**src/rtl/dram_pkg.sv**
```systemverilog
package dram_pkg;
  function automatic int max_int(input int a, input int b);
    return (a > b) ? a : b;
  endfunction

  function automatic int idx_w(input int n);
    return (n < 2) ? 1 : $clog2(n);
  endfunction
endpackage

```
**src/rtl/dram_row_store.sv**
```systemverilog
module dram_row_store #(
  parameter int ROWS   = 4,
  parameter int COLS   = 4,
  parameter int WORD_W = 8,
  localparam int RA_W  = dram_pkg::idx_w(ROWS),
  localparam int CA_W  = dram_pkg::idx_w(COLS)
) (
  input  logic                         clk_i,
  input  logic                         rst_ni,
  input  logic [RA_W-1:0]              rd_row_i,
  output logic [COLS-1:0][WORD_W-1:0]  rd_data_o,
  input  logic                         wr_en_i,
  input  logic [RA_W-1:0]              wr_row_i,
  input  logic [CA_W-1:0]              wr_col_i,
  input  logic [WORD_W-1:0]            wr_data_i
);
  logic [ROWS-1:0][COLS-1:0][WORD_W-1:0] cells_q;

  for (genvar r = 0; r < ROWS; r++) begin : g_row
    localparam logic [RA_W-1:0] RIDX = RA_W'(r);
    always_ff @(posedge clk_i or negedge rst_ni) begin
      if (!rst_ni) begin
        cells_q[r] <= '0;
      end else if (wr_en_i && (wr_row_i == RIDX)) begin
        cells_q[r][wr_col_i] <= wr_data_i;
      end
    end
  end

  assign rd_data_o = cells_q[rd_row_i];
endmodule

```
**src/rtl/dram_strobe_ctrl.sv**
```systemverilog
module dram_strobe_ctrl #(
  parameter int ROWS   = 4,
  parameter int COLS   = 4,
  localparam int RA_W  = dram_pkg::idx_w(ROWS),
  localparam int CA_W  = dram_pkg::idx_w(COLS),
  localparam int ADDR_W = dram_pkg::max_int(RA_W, CA_W)
) (
  input  logic              clk_i,
  input  logic              rst_ni,
  input  logic              row_stb_i,
  input  logic              col_stb_i,
  input  logic              we_i,
  input  logic [ADDR_W-1:0] addr_i,
  output logic [RA_W-1:0]   row_q_o,
  output logic [CA_W-1:0]   col_o,
  output logic              load_o,
  output logic              rd_go_o,
  output logic              wr_go_o,
  output logic              row_open_o,
  output logic              col_err_o
);
  logic col_ok, col_bad;

  // row strobe wins a same-cycle collision
  assign col_ok  = col_stb_i && !row_stb_i && row_open_o;
  assign col_bad = col_stb_i && !row_stb_i && !row_open_o;

  assign load_o  = row_stb_i;
  assign rd_go_o = col_ok && !we_i;
  assign wr_go_o = col_ok && we_i;
  assign col_o   = addr_i[CA_W-1:0];

  always_ff @(posedge clk_i or negedge rst_ni) begin
    if (!rst_ni) begin
      row_q_o    <= '0;
      row_open_o <= 1'b0;
      col_err_o  <= 1'b0;
    end else if (row_stb_i) begin
      row_q_o    <= addr_i[RA_W-1:0];
      row_open_o <= 1'b1;
      col_err_o  <= 1'b0;
    end else if (col_bad) begin
      col_err_o  <= 1'b1;
    end
  end
endmodule

```
**src/rtl/dram_row_buffer.sv**
```systemverilog
module dram_row_buffer #(
  parameter int COLS   = 4,
  parameter int WORD_W = 8,
  localparam int CA_W  = dram_pkg::idx_w(COLS)
) (
  input  logic                         clk_i,
  input  logic                         rst_ni,
  input  logic                         load_i,
  input  logic [COLS-1:0][WORD_W-1:0]  load_row_i,
  input  logic                         rd_go_i,
  input  logic                         wr_go_i,
  input  logic [CA_W-1:0]              col_i,
  input  logic [WORD_W-1:0]            wdata_i,
  output logic [WORD_W-1:0]            rdata_o,
  output logic                         rvalid_o
);
  logic [COLS-1:0][WORD_W-1:0] buf_q;

  always_ff @(posedge clk_i or negedge rst_ni) begin
    if (!rst_ni) begin
      buf_q    <= '0;
      rdata_o  <= '0;
      rvalid_o <= 1'b0;
    end else if (load_i) begin
      buf_q    <= load_row_i;
      rvalid_o <= 1'b0;
    end else if (wr_go_i) begin
      buf_q[col_i] <= wdata_i;
      rvalid_o     <= 1'b0;
    end else if (rd_go_i) begin
      rdata_o  <= buf_q[col_i];
      rvalid_o <= 1'b1;
    end
  end
endmodule

```
**src/rtl/dram_mux_array.sv**
```systemverilog
module dram_mux_array #(
  parameter int ROWS   = 4,
  parameter int COLS   = 4,
  parameter int WORD_W = 8,
  localparam int RA_W  = dram_pkg::idx_w(ROWS),
  localparam int CA_W  = dram_pkg::idx_w(COLS),
  localparam int ADDR_W = dram_pkg::max_int(RA_W, CA_W)
) (
  input  logic              clk_i,
  input  logic              rst_ni,
  input  logic              row_stb_i,
  input  logic              col_stb_i,
  input  logic              we_i,
  input  logic [ADDR_W-1:0] addr_i,
  input  logic [WORD_W-1:0] wdata_i,
  output logic [WORD_W-1:0] rdata_o,
  output logic              rvalid_o,
  output logic              row_open_o,
  output logic              col_err_o
);
  logic [RA_W-1:0]             row_q;
  logic [CA_W-1:0]             col;
  logic                        load, rd_go, wr_go;
  logic [COLS-1:0][WORD_W-1:0] row_data;

  dram_strobe_ctrl #(.ROWS(ROWS), .COLS(COLS)) u_ctrl (
    .clk_i      (clk_i),
    .rst_ni     (rst_ni),
    .row_stb_i  (row_stb_i),
    .col_stb_i  (col_stb_i),
    .we_i       (we_i),
    .addr_i     (addr_i),
    .row_q_o    (row_q),
    .col_o      (col),
    .load_o     (load),
    .rd_go_o    (rd_go),
    .wr_go_o    (wr_go),
    .row_open_o (row_open_o),
    .col_err_o  (col_err_o)
  );

  dram_row_store #(.ROWS(ROWS), .COLS(COLS), .WORD_W(WORD_W)) u_store (
    .clk_i     (clk_i),
    .rst_ni    (rst_ni),
    .rd_row_i  (addr_i[RA_W-1:0]),
    .rd_data_o (row_data),
    .wr_en_i   (wr_go),
    .wr_row_i  (row_q),
    .wr_col_i  (col),
    .wr_data_i (wdata_i)
  );

  dram_row_buffer #(.COLS(COLS), .WORD_W(WORD_W)) u_buf (
    .clk_i      (clk_i),
    .rst_ni     (rst_ni),
    .load_i     (load),
    .load_row_i (row_data),
    .rd_go_i    (rd_go),
    .wr_go_i    (wr_go),
    .col_i      (col),
    .wdata_i    (wdata_i),
    .rdata_o    (rdata_o),
    .rvalid_o   (rvalid_o)
  );
endmodule

```
**config.mk**
```make
export PLATFORM = sky130hd
export DESIGN_NAME = dram_mux_array
export DESIGN_NICKNAME = d
export VERILOG_FILES = /design/src/rtl/dram_pkg.sv /design/src/rtl/dram_row_store.sv /design/src/rtl/dram_strobe_ctrl.sv /design/src/rtl/dram_row_buffer.sv /design/src/rtl/dram_mux_array.sv
export SDC_FILE = /design/constraint.sdc
export NUM_CORES = 1
export LEC_CHECK = 0
export ABC_AREA = 1
export BUFFER_PORTS_ARGS = -buffer_cell sky130_fd_sc_hd__buf_2
export CORE_UTILIZATION = 65
export DETAILED_ROUTE_END_ITERATION = 12
export PLACE_DENSITY_LB_ADDON = 0.3
export SYNTH_ARGS = -nofsm -noshare
export SYNTH_HDL_FRONTEND = slang
export SYNTH_SLANG_ARGS = --single-unit
```
**constraint.sdc**
```tcl
create_clock -name clk_i -period 2.3 [get_ports clk_i]
set_input_delay 0.23 -clock clk_i [delete_from_list [all_inputs] [get_ports clk_i]]
set_output_delay 0.23 -clock clk_i [all_outputs]
set_load 0.05 [all_outputs]
```
Word level (Yosys, flattened, before mapping):

Index checks and enable logic that the tools add are counted.
Widths: inputs -> output; s select.

* bits in registers: 173
* input port bits: 15
* output and inout port bits: 11
* word-level logic and storage cells: 68

* magnitude comparators: 2
* equality and inequality tests: 3
* muxes and demuxes: 18
* bitwise operators: 2
* reductions and logical operators: 18

Operators with widths (number)
* $bwmux 32: 5
* $mux 32: 3
* $bmux 32 s2: 1
* $bmux 8 s2: 1
* $demux 8 s2: 1
* $mux 8: 2
* $logic_and 1x1->1: 10
* $mux 1: 5
* $eq 2x2->1 const B: 2
* $reduce_bool 2->1: 2
* $logic_not 1->1: 3
* $lt 2x3->1 const B: 1
* $reduce_and 3->1: 1
* $reduce_bool 3->1: 1
* $eq 2x1->1 const B: 1
* $ge 2x1->1 const B: 1
* $logic_not 2->1: 1
* $not 1->1: 2

Logic depth before layout (Yosys ltp):

Gate-level depths: netlist of run 1.

* depth after elaboration: 7
* mapped depth: 9
* depth with buffers taken out: 8

By module:

Synthesis of run 1 repeated with hierarchy kept, for this count alone.

* cells, all modules: 1168
* area total of the unflattened synthesis: 8654.6 um2

By module, submodules not included
* dram_row_store: times used 1, cells an instance 836, area an instance 6264.8 um2, sequential area each 3203.1 um2
* dram_row_buffer: times used 1, cells an instance 309, area an instance 2199.6 um2, sequential area each 1026.0 um2
* dram_strobe_ctrl: times used 1, cells an instance 23, area an instance 190.2 um2, sequential area each 100.1 um2

Least setup slack after synthesis of run 1:

Ideal clock, no wire load.

* kind: register to register
* from: register u_ctrl.row_open_o
* to: register u_store.cells_q[69] (netlist name)
* library setup time: 0.131 ns
* data arrival time: 1.603 ns
* data required time: 2.169 ns
* slack: 0.566 ns
* cell stages (with the launch flop): 8
* path buffers: 2
* clock period less this slack: 1.734 ns
* cells stage by stage: dfrtp_1 -> nand4_4 -> inv_2 -> buf_12 -> nand3_4 -> buf_2 -> nand2_1 -> o21ai_1

* word-level cells in the longest chain between the ends: 3

RTL lines
* start, declared: line dram_strobe_ctrl.sv:19 `output logic row_open_o,`
* start signal, assigned: line dram_strobe_ctrl.sv:36 `row_open_o <= 1'b0;`
* start signal, assigned: line dram_strobe_ctrl.sv:40 `row_open_o <= 1'b1;`
* $logic_and 1x1->1: line dram_strobe_ctrl.sv:25 `assign col_ok = col_stb_i && !row_stb_i && row_open_o;`
* $logic_and 1x1->1: line dram_strobe_ctrl.sv:30 `assign wr_go_o = col_ok && we_i;`
* $logic_and 1x1->1: line dram_row_store.sv:24 `end else if (wr_en_i && (wr_row_i == RIDX)) begin`
* end signal, assigned by index: line dram_row_store.sv:25 `cells_q[r][wr_col_i] <= wr_data_i;`
* end, declared: line dram_row_store.sv:17 `logic [ROWS-1:0][COLS-1:0][WORD_W-1:0] cells_q;`

No other way between the ends.
A chain may end at the register's enable or synchronous reset.

Final worst setup path of run 1:

* from: register u_ctrl.row_open_o
* to: register u_store.cells_q[91] (netlist name)

The elaborated chain is that of the path after synthesis.

==> results of run 1 <==
==> through the flow <==
stage	instances	cell area, um^2	utilization [%]	power, W
6_report	1117	8700	75.0	0.00789
5_1_grt	1117	8700	75.0	0.00823
4_1_cts	1117	8700	75.0	0.00790
3_5_place_dp	1085	8090	69.6	0.00498
3_3_place_gp	1085	8090	69.6	0.00493
2_1_floorplan	948	7850	-	0.00459
==> registers in the layout, summed over array words and instances, names as in the netlist <==
| register | flops |
|---|---|
| u_store.cells_q | 128 |
| u_buf.buf_q | 32 |
| u_buf.rdata_o | 8 |
| u_ctrl.row_q_o | 2 |
| u_buf.rvalid_o | 1 |
| u_ctrl.col_err_o | 1 |
| u_ctrl.row_open_o | 1 |
==> worst max path at each step <==
stage                                  from              endpoint  slack (ns)  cells past startpoint
after detailed placement          addr_i[0]  u_store.cells_q[111]        0.44                      5
final                     u_ctrl.row_open_o   u_store.cells_q[91]        0.43                      5
after global routing      u_ctrl.row_open_o   u_store.cells_q[91]        0.31                      5
after floorplan           u_ctrl.row_open_o   u_store.cells_q[69]        0.57                      7
after CTS                 u_ctrl.row_open_o   u_store.cells_q[91]        0.44                      5
after global placement            addr_i[1]       u_buf.buf_q[18]        0.52                      7
==> cell usage in the layout (no fill, tap or decap) <==
master / instances
a21oi_1: 8
o21ai_1: 107
nor2_8: 2
nand2_1: 397
nand3_1: 60
nand4_1: 24
buf_2: 24
nand2_2: 1
nand4_4: 1
buf_12: 3
clkinvlp_4: 2
buf_4: 17
buf_6: 1
nor2_2: 6
bufinv_16: 2
inv_2: 8
nor2_4: 1
clkbuf_8: 7
nand3_4: 10
clkbuf_16: 17
inv_1: 18
nand3_2: 2
dfrtp_1: 173
nor2_1: 49
o21ai_0: 30
clkbuf_1: 3
dlygate4sd3_1: 1
==> kinds of logic after synthesis <==
kind of cell,Yosys count
flip-flops,173
buffers and inverters,77
AO/OA/AOI/OAI,145
AND/OR/NAND/NOR,553
==> final cells by class <==
cell class / instances / area share, %
Tap cell: 143 / 2.06
Sequential cell: 173 / 49.7
Clock buffer: 27 / 6.12
Multi-Input combinational cell: 698 / 36.3
Timing Repair Buffer: 46 / 3.78
Inverter: 26 / 1.12
Clock inverter: 4 / 0.862
==> repair_timing <==
item	CTS	global route
resized for setup	0	0
hold buffers	1	0
endpoints found under the hold margin	54	0
==> power breakdown <==
part | total (W) | switching (W) | internal [W]
Clock | 0.00293 | 0.00113 | 0.00180
Sequential | 0.00381 | 0.000285 | 0.00353
Combinational | 0.00115 | 0.000768 | 0.000386
==> routing by layer <==
| metal | vias to the layer above | GRT usage [%] | part of all wire [%] |
|---|---|---|---|
| li1 | 3108 | - | - |
| met1 | 3188 | 47.1 | 41 |
| met2 | 334 | 55.4 | 47 |
| met3 | 62 | 8.98 | 8.5 |
| met4 | 0 | 17.1 | 3.9 |
| met5 | - | 0 | 0 |
==> worst max-delay path, cell delays in order, from the launching register on <==
cell and delay (ns):
dfrtp_1 0.41, nand4_4 0.20, inv_2 0.44, nand3_2 0.38
nand2_1 0.18, o21ai_1 0.09
==> metrics.log, run 1 <==
[metrics] number of cells traversed by the worst hold path: 3
[metrics] CTS H-tree lvls: 4
[metrics] routed vias/inst: approximately 6.0
[metrics] First-pass DRT Iterations: 12
[metrics] share of async-settable or async-resettable flops after synthesis: 100%
[metrics] number of antenna cells inserted: 0
[metrics] area growth from synthesis to layout: 10.9%
[metrics] number of global-route vias before repair: 6,448
[metrics] total number of nets in the final design: between 900 and 1,000
[metrics] area share of the leading cell type in the synthesized netlist: a little under three fifths
[metrics] status: finished, violations left
[metrics] synthesized area per cell: approximately 8.3 um^2
[metrics] Chip Height: 112 um
[metrics] reported leakage power: approximately 4.2 nW
[metrics] endpoints failing hold: 0
[metrics] vias after detailed routing: 6,692
[metrics] max_slew headroom: a little over half
[metrics] critical path peak fanout: 16
[metrics] number of sinks on the clock net: roughly 170
[metrics] largest family of logic cells by synthesized area: simple AND/OR/NAND/NOR gates
[metrics] Clock transition at path regs: about 0.060 ns
[metrics] Sequential Area: between 0.004 and 0.005 mm^2
[metrics] initial cell density of the core: roughly 68%
[metrics] total power density per cell area: ~900 mW/mm^2
[metrics] XOR/XNOR Fraction of Synth Area: 0%
[metrics] Final Worst Setup Slack: 0.427 ns
[metrics] end of the worst register-to-register path: u_store.cells_q[91]
[metrics] setup TNS after final layout: 0 ns
[metrics] Synth warnings: 0
[metrics] area fraction in and, or, nand and nor cells after synthesis: a little under a third
[metrics] mux contribution to synthesized area: 0%
[metrics] standard cell core area: 0.0116 mm^2
[metrics] count of antenna-violating nets left after detailed routing: 0
[metrics] fillers: roughly 850
[metrics] worst-case clock skew: 0.00594 ns
[metrics] Setup Fix Bufs, Post-CTS: 0
[metrics] Placement Setup Slack: between 0.4 and 0.5 ns
[metrics] Highest Clock Rate: 534 MHz
[metrics] post-synthesis sequential element count: 173
[metrics] Yosys cell types: 23
[metrics] fraction of final layout cells with drive strength greater than 1: approximately a tenth
[metrics] Placement Rows: 39
[metrics] tightest hold margin: between 0.1 and 0.15 ns
[metrics] fraction of the mapped netlist area in adder cells: 0%
[metrics] final max-slew violation count: 0
[metrics] number of clock buffers inserted by TritonCTS: 17
[metrics] IR drop worst, VDD: slightly above 0.7 mV
[metrics] Detailed Place HPWL: about 13,000 um
[metrics] number of design rule violations left after detail routing: 3
[metrics] placer's final routability congestion estimate: about 0.95
[metrics] x dimension of the die: around 110 um
[metrics] Final period util: roughly four fifths
[metrics] number of endpoints failing setup at the final stage: 0
[metrics] post-synthesis compound-gate area fraction: a little under a tenth
[metrics] RSZ-0062 raised after global routing: false
[metrics] overall overflow remaining after global route: 0
[metrics] worst-case reg-to-reg path depth: 5
[metrics] Max Cap Viol: 0
[metrics] start point of the worst min-delay path: col_stb_i
[metrics] buffers added on ports: 25
[metrics] category of the most critical setup path: register to register
[metrics] Hold Path Sink: u_ctrl.col_err_o
[metrics] Detailed Route WL: just over 20,000 um
[metrics] number of enable-type register cells in the synthesized netlist: 0
[metrics] slew of the pin with the lowest slew margin: slightly above 0.7 ns
[metrics] largest net degree at the start of global routing: 59
[metrics] CTS tree: done
[metrics] Synth area leader: dfrtp_1
[metrics] Die Area: 0.0125 mm^2
[metrics] total routing usage reported by global routing: a little over a third
[metrics] Root Buffer Master: clkbuf_16
[metrics] later-pin clock latency in the skew report: roughly 0.43 ns
[metrics] first-iteration detailed-routing DRC count: 699
[metrics] count leader, synth: nand2_1
[metrics] buffers from clock root to sink, at most: 2
[metrics] final critical-path required period: ~1.9 ns
[metrics] Reg2Reg Setup Slack: 0.43 ns
[metrics] mapped cell area: a little under 0.008 mm^2
[metrics] startpoint of the lowest-slack register-to-register path: u_ctrl.row_open_o
[metrics] first-pass GRT wire length: 33,500 um
[metrics] number of I/O pins: 26
[metrics] Critical Path Start Type: register
[metrics] endpoint arrival time on the critical path: 2.15 ns
[metrics] required time at the endpoint of the critical path: 2.58 ns
[metrics] Area contributors post-synth: dfrtp_1, nand2_1, o21ai_1
[metrics] instance count of the mapped netlist: between 900 and 1,000
[metrics] violated checks: design-rule violations
[metrics] worst min-delay path class: input pin to register
[metrics] area taken by multi-input logic gates: ~0.0032 mm^2
[metrics] commonest cells in the netlist: nand2_1, dfrtp_1, o21ai_1
[metrics] Synth Flop Type: dfrtp_1
[metrics] CP Capture Type: register
[metrics] post-synthesis sequential area ratio: a little under three fifths
[metrics] Syn Nets: slightly below 1,000
[metrics] number of antenna violations at the first check in global routing: 0
[metrics] Wirelength per Cell: 18.3 um
No activity file was read; power rests on OpenSTA's default activity.
==> run 2: changes to the inputs <==
--- a/config.mk
+++ b/config.mk
@@ -7,7 +7,7 @@
 export LEC_CHECK = 0
 export ABC_AREA = 1
 export BUFFER_PORTS_ARGS = -buffer_cell sky130_fd_sc_hd__buf_2
-export CORE_UTILIZATION = 65
+export CORE_UTILIZATION = 62
 export DETAILED_ROUTE_END_ITERATION = 12
 export PLACE_DENSITY_LB_ADDON = 0.3
 export SYNTH_ARGS = -nofsm -noshare
==> constraint.sdc (replaced) <==
create_clock -name clk_i -period 1.9 [get_ports clk_i]
set_input_delay 0.19 -clock clk_i [delete_from_list [all_inputs] [get_ports clk_i]]
set_output_delay 0.19 -clock clk_i [all_outputs]
set_load 0.05 [all_outputs]
==> run 2 against run 1 <==
  * The flow now finishes without violations
  * Register-to-register slack lost 0.25 ns
  * Utilization fell by 2.5 points
  * Via count rose by 0.10%
  * Largest cell class unchanged
==> metrics.log, run 2 (same netlist as run 1, synthesis figures left out) <==
[metrics] Seq pwr share: 48.6% (+0.3 points)
[metrics] number of endpoints failing setup at the final stage: 0 (unchanged)
[metrics] final max-slew violation count: 0 (unchanged)
[metrics] Wirelength per Cell: 17.6 um (-3.4%)
[metrics] fraction of final layout cells with drive strength greater than 1: 11.8% (+1.1 points)
[metrics] later-pin clock latency in the skew report: 0.44 ns (about the same)
[metrics] number of antenna cells inserted: 0 (unchanged)
[metrics] highest layer used for signal routing: met4
[metrics] buffers from clock root to sink, at most: 2 (unchanged)
[metrics] Detailed Place HPWL: 13,600 um (+1.4%)
[metrics] buffers added on ports: 25 (unchanged)
[metrics] Highest Clock Rate: 579 MHz (+8.4%)
[metrics] Reg2Reg Setup Slack: 0.17 ns (-0.25 ns)
[metrics] count of antenna-violating nets left after detailed routing: 0 (unchanged)
[metrics] number of antenna violations at the first check in global routing: 0 (unchanged)
[metrics] Placement Rows: 40 (+2.6%)
[metrics] final critical-path required period: 1.73 ns (-0.146 ns)
[metrics] combinational power share: 15.1% (+0.5 points)
[metrics] Die Area: 0.0131 mm^2 (+4.7%)
[metrics] Final period util: 90.9% (+9.5 points)
[metrics] placer's final routability congestion estimate: 0.977 (+3.2%)
[metrics] Util after Layout: 72.4% (-2.5 points)
[metrics] Clock transition at path regs: 0.06 ns (about the same)
[metrics] routed metal-1 wirelength: 8680 um (+4.3%)
[metrics] commonest non-fill, non-tap cells in the layout: nand2_1, dfrtp_1, o21ai_1, nand3_1, nor2_1
[metrics] first-pass GRT wire length: 33,800 um (+0.99%)
[metrics] Root Buffer Master: clkbuf_16
[metrics] initial cell density of the core: 64.5% (-3.0 points)
[metrics] CTS H-tree lvls: 4 (unchanged)
[metrics] total length of routed met2 wires: 9120 um (-4.3%)
[metrics] startpoint of the lowest-slack register-to-register path: u_ctrl.row_open_o
[metrics] number of design rule violations left after detail routing: 0 (-3)
[metrics] x dimension of the die: 115 um (+2.3%)
[metrics] met3 routed WL: 1660 um (-4.8%)
[metrics] total routing usage reported by global routing: 34.6% (-0.98 points)
[metrics] area growth from synthesis to layout: 12.2%
[metrics] Largest register FFs: 128 (unchanged)
[metrics] First-pass DRT Iterations: 5 (-7)
[metrics] IR drop worst, VDD: 0.790 mV (+11%)
[metrics] Pint: 0.00678 W (+19%)
[metrics] number of global-route vias before repair: 6,448 (unchanged)
[metrics] total number of nets in the final design: 985 (+0.82%)
[metrics] CTS resizes: 0 (unchanged)
[metrics] number of clock buffers inserted by TritonCTS: 17 (unchanged)
[metrics] Chip Height: 115 um (+2.3%)
[metrics] Detailed Route WL: 20,300 um (-0.42%)
[metrics] CP Capture Type: register
[metrics] crit path capture: u_store.cells_q[124]
[metrics] endpoint arrival time on the critical path: 2.02 ns (-0.13 ns)
[metrics] most common cell after layout, fill and taps aside: nand2_1
[metrics] standard cell core area: 0.0122 mm^2 (+4.7%)
[metrics] max_slew headroom: 54.6% (+2.5 points)
[metrics] status: finished clean
[metrics] overall overflow remaining after global route: 0 (unchanged)
[metrics] required time at the endpoint of the critical path: 2.20 ns (-0.38 ns)
[metrics] Switching Fraction: 28.5% (+0.89 points)
[metrics] vias after detailed routing: 6,699 (+0.10%)
[metrics] worst-case clock skew: 0.00708 ns (+0.00114 ns)
[metrics] RSZ-0062 raised after global routing: false
[metrics] Top Registers: u_store.cells_q: 128 flops, u_buf.buf_q: 32 flops, u_buf.rdata_o: 8 flops
[metrics] Max Cap Viol: 0 (unchanged)
[metrics] clock network fraction of total power: 36.3% (-0.8 points)
[metrics] endpoints failing hold: 0 (unchanged)
[metrics] slew of the pin with the lowest slew margin: 0.680 ns (-0.0378 ns)
[metrics] CTS tree: done
[metrics] first-iteration detailed-routing DRC count: 855 (+22%)
[metrics] total power density per cell area: 1080 mW/mm^2 (+19%)
[metrics] start point of the critical path: u_ctrl.row_open_o
[metrics] setup TNS after final layout: 0 ns (unchanged)
[metrics] Psw: 0.00271 W (+24%)
[metrics] Critical Path Start Type: register
[metrics] register with the most flip-flops: u_store.cells_q
[metrics] worst-case reg-to-reg path depth: 5 (unchanged)
[metrics] critical path peak fanout: 16 (unchanged)
[metrics] end of the worst register-to-register path: u_store.cells_q[124]
[metrics] reported leakage power: 4.24 nW (+1.2%)
[metrics] routed vias/inst: 5.82 (-2.9%)
[metrics] number of I/O pins: 26 (unchanged)
[metrics] worst min-delay path class: input pin to register
[metrics] fillers: 929 (+9.7%)
[metrics] category of the most critical setup path: register to register
[metrics] number of sinks on the clock net: 173 (unchanged)
[metrics] largest net degree at the start of global routing: 46 (-22%)
-- run 2: cell count changes in the layout (fill, tap and decap cells not counted) --
cell	change
clkbuf_1	-3
clkinv_2	+7
buf_12	+3
clkinv_4	+1
clkbuf_8	-4
buf_4	+5
-- run 2: power groups by stage --
stage,sequential [W],combinational (W),clock (W)
after floorplan,0.00470,0.000856,0
after global placement,0.00464,0.00136,0
after detailed placement,0.00465,0.00141,0
after CTS,0.00460,0.00143,0.00346
after global routing,0.00467,0.00163,0.00360
final,0.00461,0.00143,0.00344
-- run 2: through the flow --
| step | setup slack (ns) | hold slack [ns] | power [W] | instances | area (um^2) |
|---|---|---|---|---|---|
| floorplan | 0.166 | -0.106 | 0.00555 | 948 | 7850 |
| global placement | 0.272 | 0.149 | 0.00600 | 1118 | 8220 |
| detailed placement | 0.166 | 0.147 | 0.00606 | 1118 | 8220 |
| CTS | 0.197 | 0.0709 | 0.00949 | 1151 | 8810 |
| global route | 0.0316 | 0.0913 | 0.00989 | 1151 | 8810 |
| finish | 0.173 | 0.0845 | 0.00948 | 1151 | 8810 |
-- run 2: timing repair --
| item | CTS | global route |
|---|---|---|
| endpoints found under the hold margin | 40 | 0 |
| hold buffers | 1 | 0 |
| buffers inserted | 0 | 0 |
-- run 2: worst max-delay path, cell delays in order, from the launching register on --
cell and delay [ns]:
dfrtp_1 0.44, nand4_4 0.19, nor2_2 0.30, nand2_1 0.38, nand2_1 0.18, o21ai_1 0.08
-- run 2: worst min-delay path by stage --
stage / to / startpoint / depth (start not counted)
floorplan: u_buf.buf_q[0] / rst_ni / 0
global placement: u_store.cells_q[17] / rst_ni / 1
detailed placement: u_store.cells_q[81] / rst_ni / 1
CTS: u_buf.buf_q[29] / wdata_i[5] / 3
global route: u_buf.buf_q[29] / wdata_i[5] / 3
finish: u_buf.buf_q[29] / wdata_i[5] / 3
-- run 2: cell type report --
cell class                      instances  area (um^2)  area share [%]
Inverter                               26         97.6            1.11
Clock inverter                         12          119            1.35
Multi-Input combinational cell        698         3160            35.9
Sequential cell                       173         4330            49.1
Tap cell                              168          210            2.39
Clock buffer                           20          467            5.30
Timing Repair Buffer                   54          427            4.84
-- run 2: routing by layer --
layer	global-route usage, %	vias up
met2	51.8	324
li1	-	3129
met1	47.0	3182
met5	0	-
met4	17.6	0
met3	8.84	64
